`src/rtl/i2c_unstick_pkg.sv`:
```
package i2c_unstick_pkg;

  typedef enum logic [1:0] {
    PH_IDLE  = 2'd0,
    PH_FLUSH = 2'd1,
    PH_STOP  = 2'd2
  } phase_e;

  typedef struct packed {
    logic scl_pull;
    logic sda_pull;
  } pins_t;

  localparam int unsigned STOP_STEPS = 4;

  // Flush pulse: SCL released in the first half, pulled in the second.
  function automatic pins_t flush_pins(input logic second_half);
    pins_t p;
    p.scl_pull = second_half;
    p.sda_pull = 1'b0;
    return p;
  endfunction

  // Hand-built stop: SCL low, then SDA low, then SCL up, then SDA up.
  function automatic pins_t stop_pins(input logic [1:0] idx);
    pins_t p;
    case (idx)
      2'd0:    p = '{scl_pull: 1'b1, sda_pull: 1'b0};
      2'd1:    p = '{scl_pull: 1'b1, sda_pull: 1'b1};
      2'd2:    p = '{scl_pull: 1'b0, sda_pull: 1'b1};
      default: p = '{scl_pull: 1'b0, sda_pull: 1'b0};
    endcase
    return p;
  endfunction

  // Number of active cycles for a given pulse count and effective half-period.
  function automatic int unsigned run_cycles(input int unsigned pulses,
                                             input int unsigned half_eff);
    return (2 * pulses + STOP_STEPS) * half_eff;
  endfunction

endpackage

```
`src/rtl/i2c_unstick_timer.sv`:
```
module i2c_unstick_timer #(
  parameter int unsigned CNT_W = 16
) (
  input  logic             clk,
  input  logic             rst_n,
  input  logic             load,
  input  logic [CNT_W-1:0] half_in,
  input  logic             run,
  output logic             step_end
);

  function automatic logic [CNT_W-1:0] eff_half(input logic [CNT_W-1:0] h);
    return (h == '0) ? CNT_W'(1) : h;
  endfunction

  logic [CNT_W-1:0] half_q;
  logic [CNT_W-1:0] cnt_q;

  always_ff @(posedge clk) begin
    if (!rst_n) begin
      half_q <= CNT_W'(1);
      cnt_q  <= '0;
    end else if (load) begin
      half_q <= eff_half(half_in);
      cnt_q  <= eff_half(half_in) - CNT_W'(1);
    end else if (run) begin
      if (cnt_q == '0) cnt_q <= half_q - CNT_W'(1);
      else             cnt_q <= cnt_q - CNT_W'(1);
    end
  end

  assign step_end = run && (cnt_q == '0);

endmodule

```
`src/rtl/i2c_unstick_stepper.sv`:
```
module i2c_unstick_stepper
  import i2c_unstick_pkg::*;
#(
  parameter int unsigned PULSES = 9,
  parameter int unsigned IDX_W  = 5
) (
  input  logic             clk,
  input  logic             rst_n,
  input  logic             kick,
  input  logic             step_end,
  output phase_e           phase,
  output logic [IDX_W-1:0] step_idx,
  output logic             accept,
  output logic             last_end,
  output logic             running,
  output logic             done
);

  localparam int unsigned FLUSH_STEPS = 2 * PULSES;

  phase_e           phase_q;
  logic [IDX_W-1:0] idx_q;
  logic             done_q;

  assign accept   = kick && (phase_q == PH_IDLE);
  assign running  = (phase_q != PH_IDLE);
  assign last_end = step_end && (phase_q == PH_STOP) &&
                    (idx_q == IDX_W'(STOP_STEPS - 1));

  always_ff @(posedge clk) begin
    if (!rst_n) begin
      phase_q <= PH_IDLE;
      idx_q   <= '0;
      done_q  <= 1'b0;
    end else begin
      done_q <= last_end;
      if (accept) begin
        phase_q <= PH_FLUSH;
        idx_q   <= '0;
      end else if (step_end) begin
        case (phase_q)
          PH_FLUSH: begin
            if (idx_q == IDX_W'(FLUSH_STEPS - 1)) begin
              phase_q <= PH_STOP;
              idx_q   <= '0;
            end else begin
              idx_q <= idx_q + IDX_W'(1);
            end
          end
          PH_STOP: begin
            if (idx_q == IDX_W'(STOP_STEPS - 1)) begin
              phase_q <= PH_IDLE;
              idx_q   <= '0;
            end else begin
              idx_q <= idx_q + IDX_W'(1);
            end
          end
          default: begin
            phase_q <= PH_IDLE;
            idx_q   <= '0;
          end
        endcase
      end
    end
  end

  assign phase    = phase_q;
  assign step_idx = idx_q;
  assign done     = done_q;

endmodule

```
`src/rtl/i2c_unstick_pinmap.sv`:
```
module i2c_unstick_pinmap
  import i2c_unstick_pkg::*;
(
  input  phase_e     phase,
  input  logic [1:0] idx_lo,
  output logic       scl_pull,
  output logic       sda_pull
);

  pins_t pins;

  always_comb begin
    case (phase)
      PH_FLUSH: pins = flush_pins(idx_lo[0]);
      PH_STOP:  pins = stop_pins(idx_lo);
      default:  pins = '{scl_pull: 1'b0, sda_pull: 1'b0};
    endcase
  end

  assign scl_pull = pins.scl_pull;
  assign sda_pull = pins.sda_pull;

endmodule

```
`src/rtl/i2c_unstick_verdict.sv`:
```
module i2c_unstick_verdict (
  input  logic clk,
  input  logic rst_n,
  input  logic clear,
  input  logic sample,
  input  logic sda_in,
  output logic busy
);

  logic busy_q;

  always_ff @(posedge clk) begin
    if (!rst_n)      busy_q <= 1'b0;
    else if (clear)  busy_q <= 1'b0;
    else if (sample) busy_q <= !sda_in;
  end

  assign busy = busy_q;

endmodule

```
`src/rtl/i2c_unstick.sv`:
```
module i2c_unstick
  import i2c_unstick_pkg::*;
#(
  parameter int unsigned CNT_W  = 16,
  parameter int unsigned PULSES = 9
) (
  input  logic             clk,
  input  logic             rst_n,
  input  logic             kick,
  input  logic [CNT_W-1:0] half_ticks,
  input  logic             sda_in,
  output logic             scl_pull,
  output logic             sda_pull,
  output logic             ovr_active,
  output logic             done,
  output logic             busy
);

  localparam int unsigned FLUSH_STEPS = 2 * PULSES;
  localparam int unsigned IDX_W = (FLUSH_STEPS > 4) ? $clog2(FLUSH_STEPS) : 2;

  // Named internal events, observed by the bound checker.
  phase_e           phase_w;
  logic [IDX_W-1:0] step_idx_w;
  logic             accept_w;
  logic             step_end_w;
  logic             last_end_w;
  logic             running_w;

  i2c_unstick_timer #(.CNT_W(CNT_W)) u_timer (
    .clk      (clk),
    .rst_n    (rst_n),
    .load     (accept_w),
    .half_in  (half_ticks),
    .run      (running_w),
    .step_end (step_end_w)
  );

  i2c_unstick_stepper #(.PULSES(PULSES), .IDX_W(IDX_W)) u_stepper (
    .clk      (clk),
    .rst_n    (rst_n),
    .kick     (kick),
    .step_end (step_end_w),
    .phase    (phase_w),
    .step_idx (step_idx_w),
    .accept   (accept_w),
    .last_end (last_end_w),
    .running  (running_w),
    .done     (done)
  );

  i2c_unstick_pinmap u_pinmap (
    .phase    (phase_w),
    .idx_lo   (step_idx_w[1:0]),
    .scl_pull (scl_pull),
    .sda_pull (sda_pull)
  );

  i2c_unstick_verdict u_verdict (
    .clk    (clk),
    .rst_n  (rst_n),
    .clear  (accept_w),
    .sample (last_end_w),
    .sda_in (sda_in),
    .busy   (busy)
  );

  assign ovr_active = running_w;

endmodule

```
`config.mk`:
```
export PLATFORM = sky130hd
export DESIGN_NAME = i2c_unstick
export DESIGN_NICKNAME = d
export VERILOG_FILES = /design/src/rtl/i2c_unstick_pkg.sv /design/src/rtl/i2c_unstick_timer.sv /design/src/rtl/i2c_unstick_stepper.sv /design/src/rtl/i2c_unstick_pinmap.sv /design/src/rtl/i2c_unstick_verdict.sv /design/src/rtl/i2c_unstick.sv
export SDC_FILE = /design/constraint.sdc
export NUM_CORES = 1
export LEC_CHECK = 0
export ABC_AREA = 0
export BUFFER_PORTS_ARGS = -buffer_cell sky130_fd_sc_hd__buf_2
export CORE_MARGIN = 10
export CORE_UTILIZATION = 52
export CTS_CLUSTER_SIZE = 24
export DETAILED_ROUTE_END_ITERATION = 8
export GPL_TIMING_DRIVEN = 0
export PLACE_DENSITY = 0.79
export SYNTH_ARGS = -nofsm -noshare
export SYNTH_HDL_FRONTEND = slang
export SYNTH_SLANG_ARGS = --single-unit
```
`constraint.sdc`:
```
create_clock -name clk -period 5.45 [get_ports clk]
set_input_delay 0.8175 -clock clk [delete_from_list [all_inputs] [get_ports clk]]
set_output_delay 0.8175 -clock clk [all_outputs]
set_load 0.03 [all_outputs]
```
## After elaboration in Yosys (flattened, before gate mapping)

Cells that the tools add are included.

- Flip-flop bits (word level): 41
- Latch bits: 0
- Bits in writable memories: 0
- Bits in read-only memories: 0
- Bits of input ports: 20
- Memories kept: 0

- Add/sub/neg operators: 4
- Multiply operators: 0
- Divide/modulo/power cells: 0
- $lt $le $gt $ge: 0
- Equal/unequal tests: 10
- Shifts and indexed selects: 0
- Multiplexer cells: 14
- Bitwise logic cells: 1
- Reductions and logical operators: 15

Operator list:

| kind | count |
|---|---|
| 16-bit 2-to-1 mux | 4 |
| 16-bit by 1-bit subtractor with 16-bit output, second input constant | 3 |
| 16-bit logical NOT | 2 |
| 5-bit 2-to-1 mux | 2 |
| 5-bit one-hot mux with 2 select lines | 1 |
| 2-bit one-hot mux with 2 select lines | 2 |
| 3-bit inequality test, second input constant | 2 |
| 2-bit one-hot mux with 3 select lines | 1 |
| 3-bit AND reduction | 2 |
| 2-bit nonzero test | 3 |
| 5-bit by 1-bit adder with 5-bit output, second input constant | 1 |
| 5-bit by 2-bit == test with 1-bit output, second input constant | 1 |
| 5-bit == test, second input constant | 1 |
| 2-bit by 1-bit == test with 1-bit output, second input constant | 2 |
| 2-bit == test, second input constant | 2 |
| 1-bit logical AND | 4 |
| 2-bit logical NOT | 2 |
| 2-bit 2-to-1 mux | 2 |
| 2-bit inequality test, second input constant | 2 |
| 1-bit 2-to-1 mux | 2 |
| 2-bit OR reduction | 1 |
| 1-bit logical NOT | 1 |
| 1-bit inverter | 1 |

## Depth between registers and ports, before layout

Gate-level depths: netlist of the first run.

- Depth after elaboration: 5
- Depth in mapped cells: 13
- Mapped depth without buffers: 11

## Hierarchy

Synthesis of the first run repeated with hierarchy kept, for this count alone.

- Cells, all modules: 310
- Area, all modules: 2,442.3 um^2

Modules (own cells, without submodules):

| module | times used | cells each | area each (um^2) |
|---|---|---|---|
| i2c_unstick_timer | 1 | 236 | 1,795.5 |
| i2c_unstick_stepper | 1 | 58 | 515.5 |
| i2c_unstick_pinmap | 1 | 12 | 88.8 |
| i2c_unstick_verdict | 1 | 4 | 42.5 |

## Least setup slack after synthesis of the first run

No wires, ideal clock.

- Path type: input to register
- Start: in kick
- End: reg u_timer.cnt_q[6]
- Library setup time: 0.132 ns
- Arrival: 2.484 ns
- Setup slack: 2.834 ns
- Cell stages on the path: 11
- Path buffers: 2
- Cells stage by stage: nand2_2 > clkbuf_1 > nand2_1 > o31ai_1 > inv_1 > ha_1 > and3_1 > buf_2 > o211ai_1 > xor2_1 > a21oi_1

- Word-level cells in the longest chain between the ends: 2
- Elaborated cells between the ends (all ways): 3
- Those cells by class: 1 x mux; 2 x reduce/logical

RTL lines:

| what | line | source |
|---|---|---|
| start: declaration | i2c_unstick.sv:9 | `input logic kick,` |
| 1-bit logical AND (*) | i2c_unstick_stepper.sv:25 | `assign accept = kick && (phase_q == PH_IDLE);` |
| 16-bit 2-to-1 mux or 2-bit nonzero test (tied branches) | -- |  |
| end signal: assignment | i2c_unstick_timer.sv:25 | `cnt_q <= eff_half(half_in) - CNT_W'(1);` |
| end signal: assignment | i2c_unstick_timer.sv:27 | `if (cnt_q == '0) cnt_q <= half_q - CNT_W'(1);` |
| end signal: assignment | i2c_unstick_timer.sv:28 | `else cnt_q <= cnt_q - CNT_W'(1);` |
| end: declaration | i2c_unstick_timer.sv:17 | `logic [CNT_W-1:0] cnt_q;` |

Mark *: on every way between the ends. The rest lies on a longest branch, timed or not.
A chain may end at the register's enable or synchronous reset.

## Final worst setup path of the first run

- Start: reg u_stepper.phase_q[0], in the netlist u_stepper.phase[0]
- End: reg u_timer.cnt_q[6]

- Word-level cells in the longest chain between the ends: 3
- Elaborated cells between the ends (all ways): 5
- Those cells by class: 1 x mux; 4 x reduce/logical

RTL lines:

| what | line | source |
|---|---|---|
| start: declaration | i2c_unstick_stepper.sv:21 | `phase_e phase_q;` |
| start signal: assignment | i2c_unstick_stepper.sv:32 | `phase_q <= PH_IDLE;` |
| start signal: assignment | i2c_unstick_stepper.sv:38 | `phase_q <= PH_FLUSH;` |
| start signal: assignment | i2c_unstick_stepper.sv:44 | `phase_q <= PH_STOP;` |
| 2-bit logical NOT | i2c_unstick_stepper.sv:25 |  |
| 1-bit logical AND | i2c_unstick_stepper.sv:25 |  |
| 16-bit 2-to-1 mux or 2-bit nonzero test (tied branches) | -- |  |

Several ways; a longest one is shown, not always the timed one.

==> results.toml, run 1 <==
[layout]
layout.nets = 358
layout-drive-gt1-share = 0.1265
area_delta_synth_final_pct = 12.40
fin_util = 0.6091
layout.cells.non_filler = 384
n_antenna_cell = 0
design_area_sq_um = 2689

[yosys]
synth_top_family_by_area = "compound AO/OA/AOI/OAI gates"
syn_nets = 328
syn_avg_cell_area_sq_um = 7.948
post-synth-top-area-fraction = 0.3431
synthTopCellsByCount = "nand2_1 (48), dfxtp_1 (41), o21ai_0 (23)"
netlist_area_sq_um = 2392
synthMuxAreaShare = 0.02929
synth_edf_count = 0
synth.most_common_cell = "nand2_1"
synthDistinctLibCells = 51
syn_inst = 301
synth_flop_cell = "dfxtp_1"
synth_area_leader_cell = "dfxtp_1"
async_flop_share = 0
synth_compound_area_frac = 0.2589
synth.area.top_cells = "dfxtp_1 (34%), nand2_1 (7.5%), a21boi_0 (5.0%), o21ai_0 (4.8%), a21oi_1 (4.0%)"
yosys_warnings = 0
synth-simple-area-share = 0.2568
synth-xor-area-share = 0.04027
synthAdderAreaFrac = 0.03661
synth-seq-cells = 41
ys_seq_area_frac = 0.3431

[sta]
final_max_slew_viol_count = 0
rsz0062_at_grt = "no"
setup_slack_ns = 2.444
fin_crit_sh = 0.5515
setup_tns_ns = 0
setup_viol = 0
tightest_slew_ns = 0.6136
relSlewSlack = 0.5874
hold_viol_final = 0
fmax_mhz = 332.7
skew_ns = 0.009226
holdWs_ns = 0.4881
fin_crit_ns = 3.006

[floorplanning]
boundaryPins = 25
die_h_microns = 87.83
start_util = 0.5419
rows = 24
die_w_microns = 87.83
core_area_sq_um = 4414
dieArea_sq_um = 7713

[placed_design]
post-place-ws_ns = 2.306
dp.cells = 376
place_hpwl_mm = 4.900
io_buffer_count = 23
place_congestion = 0.9486
place_area_sq_um = 2572

[global_route]
grt_usage = 0.1719
grt_pass1_vias = 2222
grt_pass1_wl_mm = 10.76
antenna_found_initial = 0
grt_remaining_overflow = 0
grt_max_degree = 13

[drt]
route.antenna.remaining_nets = 0
drcViolationCount = 0
vias_per_cell = 6.078
routed-wl-met3_microns = 512
drt-met1-wl_mm = 2.925
vias = 2334
wl_per_cell_microns = 16.82
drt_iter0_drc = 224
wl_mm = 6.458
wl_met2_mm = 2.895
drt_pass1_iterations = 5
top_layer_used = "met4"

[clock_network]
cts_buffers = 5
clock_tree.htree_level_count = 2
tritoncts = "built"
cts.path.max_buffers = 2
clkSinkCount = 41
postCtsHoldBufs = 0
path_clk_slew_ns = 0.08
cts_root_buf = "clkbuf_8"
ctsResizeCount = 0
clock_latency_ns = 0.30
postCtsSetupBuffers = 0

[setup_path]
r2r_start = "u_stepper.phase[0]$_SDFFE_PN0P_"
endpoint_kind = "flop"
critPathLaunch = "u_stepper.phase[0]$_SDFFE_PN0P_"
worst_setup_path_start_kind = "flop"
criticalPathCategory = "reg -> reg"
worst_ep_required_time_ns = 5.61
rr_worst_depth = 13
worst-path-max-fanout = 10
cp.arrival_ns = 3.16
endpoint = "u_timer.cnt_q[6]$_SDFFE_PN0P_"
r2r_setup_slack_ns = 2.44
r2r-end = "u_timer.cnt_q[6]$_SDFFE_PN0P_"

[power_and_ir_drop]
p_total_mw = 0.8032
p_per_area_nw_per_um2 = 298.7
p_leak_nw = 1.036
ir_worst_vdd_mv = 0.1551

[run]
max_cap_viol_count = 0

[hold_path]
hold_class = "reg -> reg"

[run_status]
status = "finished clean"
## flip-flops by register name (all words and copies together) (netlist names)
name,cells
u_timer.cnt_q,16
u_timer.half_q,16
u_stepper.step_idx,5
u_stepper.phase,2
u_stepper.done,1
u_verdict.busy,1
## worst min-delay path by stage
stage | start | end | slack (ns) | cells past startpoint
2_1_floorplan | u_timer.half_q[14]$_SDFFE_PN0N_ | u_timer.half_q[14]$_SDFFE_PN0N_ | 0.44 | 2
3_3_place_gp | u_timer.half_q[15]$_SDFFE_PN0N_ | u_timer.half_q[15]$_SDFFE_PN0N_ | 0.46 | 2
3_5_place_dp | u_timer.half_q[15]$_SDFFE_PN0N_ | u_timer.half_q[15]$_SDFFE_PN0N_ | 0.47 | 2
4_1_cts | u_timer.half_q[15]$_SDFFE_PN0N_ | u_timer.half_q[15]$_SDFFE_PN0N_ | 0.48 | 2
5_1_grt | u_timer.half_q[15]$_SDFFE_PN0N_ | u_timer.half_q[15]$_SDFFE_PN0N_ | 0.50 | 2
6_report | u_timer.half_q[15]$_SDFFE_PN0N_ | u_timer.half_q[15]$_SDFFE_PN0N_ | 0.49 | 2
## cell type report
class                      count  area, sq um
inverter                       7        26.28
buffer                        14        57.56
clock buffer                   7        86.33
clock inverter                 1        30.03
timing repair buffer          23        115.1
sequential                    41        820.8
fill                         418         1725
tap                           52        65.06
multi-input combinational    239         1488
## layer usage
metal	global-route usage	vias up
li1	-	1140
met1	0.2292	1086
met2	0.2646	93
met3	0.04178	15
met4	0.05652	0
met5	0	-
## cell usage in the layout (no fill, tap or decap), drive strengths merged, types with 2 or more instances in the layout
| master | n |
|---|---|
| a21boi | 17 |
| dfxtp | 41 |
| nand3b | 3 |
| a21oi | 20 |
| xnor2 | 5 |
| nor2 | 22 |
| or3 | 3 |
| and2 | 5 |
| nand3 | 9 |
| a21o | 2 |
| nor3 | 5 |
| o31ai | 6 |
| a31oi | 4 |
| mux2i | 7 |
| nor2b | 4 |
| buf | 26 |
| and3 | 6 |
| o211a | 3 |
| ha | 7 |
| clkbuf | 18 |
| o21ai | 24 |
| xor2 | 6 |
| nand4 | 6 |
| inv | 7 |
| o211ai | 6 |
| nand2 | 49 |
| nor4 | 6 |
## report_power, final
group          internal [mW]  switching (mW)
clock network          0.149           0.105
logic                 0.0766           0.129
registers              0.323          0.0207
total                  0.549           0.254
## worst max-delay path, stage by stage, from the launching register on
cell and delay, ns:
dfxtp_1 0.35, inv_1 0.07, ha_1 0.31, nand2_2 0.20, clkbuf_1 0.40, nand2_1 0.13
o31ai_1 0.34, inv_1 0.12, ha_1 0.26, and3_1 0.15, buf_2 0.16, o211ai_1 0.12
xor2_1 0.17, a21oi_1 0.08
## kinds of logic after synthesis
kind of cell	count (synthesis)
adder cells (fa/ha/maj)	7
multiplexers	7
AND/OR/NAND/NOR	123
XOR/XNOR	11
buffers and inverters	21
AO/OA/AOI/OAI	91
flip-flops	41
No activity file was read; power rests on OpenSTA's default activity.
==> inputs of run 2 (changes only) <==
==> constraint.sdc (replaced) <==
create_clock -name clk -period 3.05 [get_ports clk]
set_input_delay 0.4575 -clock clk [delete_from_list [all_inputs] [get_ports clk]]
set_output_delay 0.4575 -clock clk [all_outputs]
set_load 0.03 [all_outputs]
==> run 2 against run 1 <==
Clock power grew 80%. Worst setup slack lost 2.2 ns. Core utilization grew 0.14 points. Flip-flop and latch count is the same. Worst hold slack lost 0.15 ns. Total power grew 79%. Non-clock buffer count is the same. Combinational power grew 80%. Global-route usage is the same. Critical path type unchanged. Critical endpoint is now u_timer.cnt_q[12]$_SDFFE_PN0P_. Highest routed layer unchanged.
==> results.toml, run 2 (synthesis results as in run 1) <==
[sta]
fin_crit_ns = 2.769
hold_viol_final = 0
final_max_slew_viol_count = 0
skew_ns = 0.008902
fin_crit_sh = 0.9079
fmax_mhz = 361.1
tightest_slew_ns = 0.6056
setup_tns_ns = 0
setup_slack_ns = 0.2809
relSlewSlack = 0.5928
setup_viol = 0
holdWs_ns = 0.3407
rsz0062_at_grt = "no"

[layout]
layout.cells.non_filler = 384
layout-drive-gt1-share = 0.1325
final_cell_mix = "nand2_1 (48), dfxtp_1 (41), buf_2 (24)"
n_antenna_cell = 0
layout.nets = 358
area_delta_synth_final_pct = 12.66
design_area_sq_um = 2695
final_common_cell = "nand2_1"

[floorplanning]
boundaryPins = 25
die_w_microns = 87.83
start_util = 0.5419
rows = 24
dieArea_sq_um = 7713
die_h_microns = 87.83
core_area_sq_um = 4414

[clock_network]
clock_tree.htree_level_count = 2
path_clk_slew_ns = 0.08
clock_latency_ns = 0.30
postCtsHoldBufs = 0
tritoncts = "built"
cts_root_buf = "clkbuf_8"
cts.path.max_buffers = 2
clkSinkCount = 41
cts_buffers = 5

[drt]
drcViolationCount = 0
route.antenna.remaining_nets = 0
wl_mm = 6.504
vias_per_cell = 6.104
drt_pass1_iterations = 5
vias = 2344
wl_per_cell_microns = 16.94
drt_iter0_drc = 223

[global_route]
grt_remaining_overflow = 0
antenna_found_initial = 0
grt_pass1_wl_mm = 10.76
grt_usage = 0.1719
grt_pass1_vias = 2222
grt_max_degree = 13

[setup_path]
worst_setup_path_start_kind = "flop"
endpoint_kind = "flop"
cp.arrival_ns = 2.93
worst_ep_required_time_ns = 3.21
worst-path-max-fanout = 10
criticalPathCategory = "reg -> reg"

[placed_design]
place_area_sq_um = 2572
dp.cells = 376
place_hpwl_mm = 4.900
place_congestion = 0.9486
post-place-ws_ns = 0.1276
io_buffer_count = 23

[power_and_ir_drop]
power_frac_comb = 0.257
p_seq_frac = 0.426
p_per_area_nw_per_um2 = 534.2
p_switching_mw = 0.4578
ir_worst_vdd_mv = 0.2775
sw_frac_of_total = 0.3180
clkPwrFrac = 0.316
internal-power_mw = 0.9819
p_leak_nw = 1.040

[hold_path]
hold_class = "in -> reg"

[run_status]
status = "finished clean"

[run]
max_cap_viol_count = 0
run 2: critical path, cell delays in order, from the launching register on:
cell and delay (ns):
dfxtp_1 0.35, inv_1 0.07, ha_1 0.31, nand2_2 0.21, clkbuf_2 0.27, nand2_1 0.12
o31ai_2 0.25, inv_1 0.10, ha_1 0.26, and3_1 0.15, buf_2 0.16, nand3_1 0.11
xor2_1 0.18, a21oi_1 0.09
run 2: power groups by stage:
stage                     Clock (mW)  Combinational (mW)  Sequential, mW
after floorplan                    0               0.270           0.614
after global placement             0               0.351           0.623
after detailed placement           0               0.358           0.624
after CTS                      0.461               0.361           0.612
after global routing           0.484               0.411           0.617
final                          0.456               0.370           0.614
run 2: path summary, 6_finish.rpt:
check        slack [ns]                            start  cells after the start                              end
max                0.28  u_stepper.phase[0]$_SDFFE_PN0P_                     13   u_timer.cnt_q[12]$_SDFFE_PN0P_
max reg2reg        0.28  u_stepper.phase[0]$_SDFFE_PN0P_                     13   u_timer.cnt_q[12]$_SDFFE_PN0P_
min                0.34                           sda_in                      2      u_verdict.busy$_SDFFE_PP0P_
min reg2reg        0.49  u_timer.half_q[15]$_SDFFE_PN0N_                      2  u_timer.half_q[15]$_SDFFE_PN0N_
run 2: through the flow:
| stage | power, mW | util |
|---|---|---|
| 6_report | 1.440 | 0.6105 |
| 3_5_place_dp | 0.9822 | 0.5828 |
| 4_1_cts | 1.434 | 0.6091 |
| 5_1_grt | 1.512 | 0.6105 |
| 2_1_floorplan | 0.8837 | - |
| 3_3_place_gp | 0.9741 | 0.5828 |
run 2: layout make-up:
cell class	instances	area [sq um]
Buffer	14	58.81
Clock buffer	7	86.33
Clock inverter	1	30.03
Fill cell	415	1719
Inverter	7	26.28
Multi-Input combinational cell	239	1493
Sequential cell	41	820.8
Tap cell	52	65.06
Timing Repair Buffer	23	115.1
run 2: what timing repair did:
item,in CTS,in global routing
setup endpoints to repair,0,6
resized for setup,0,3
setup buffers,0,0
run 2: routing by layer:
| metal | vias to the layer above | GRT usage | wire [microns] |
|---|---|---|---|
| li1 | 1141 | - | - |
| met5 | - | 0 | 0 |
| met1 | 1095 | 0.2292 | 2987 |
| met2 | 94 | 0.2646 | 2902 |
| met3 | 14 | 0.04178 | 488 |
| met4 | 0 | 0.05652 | 125 |
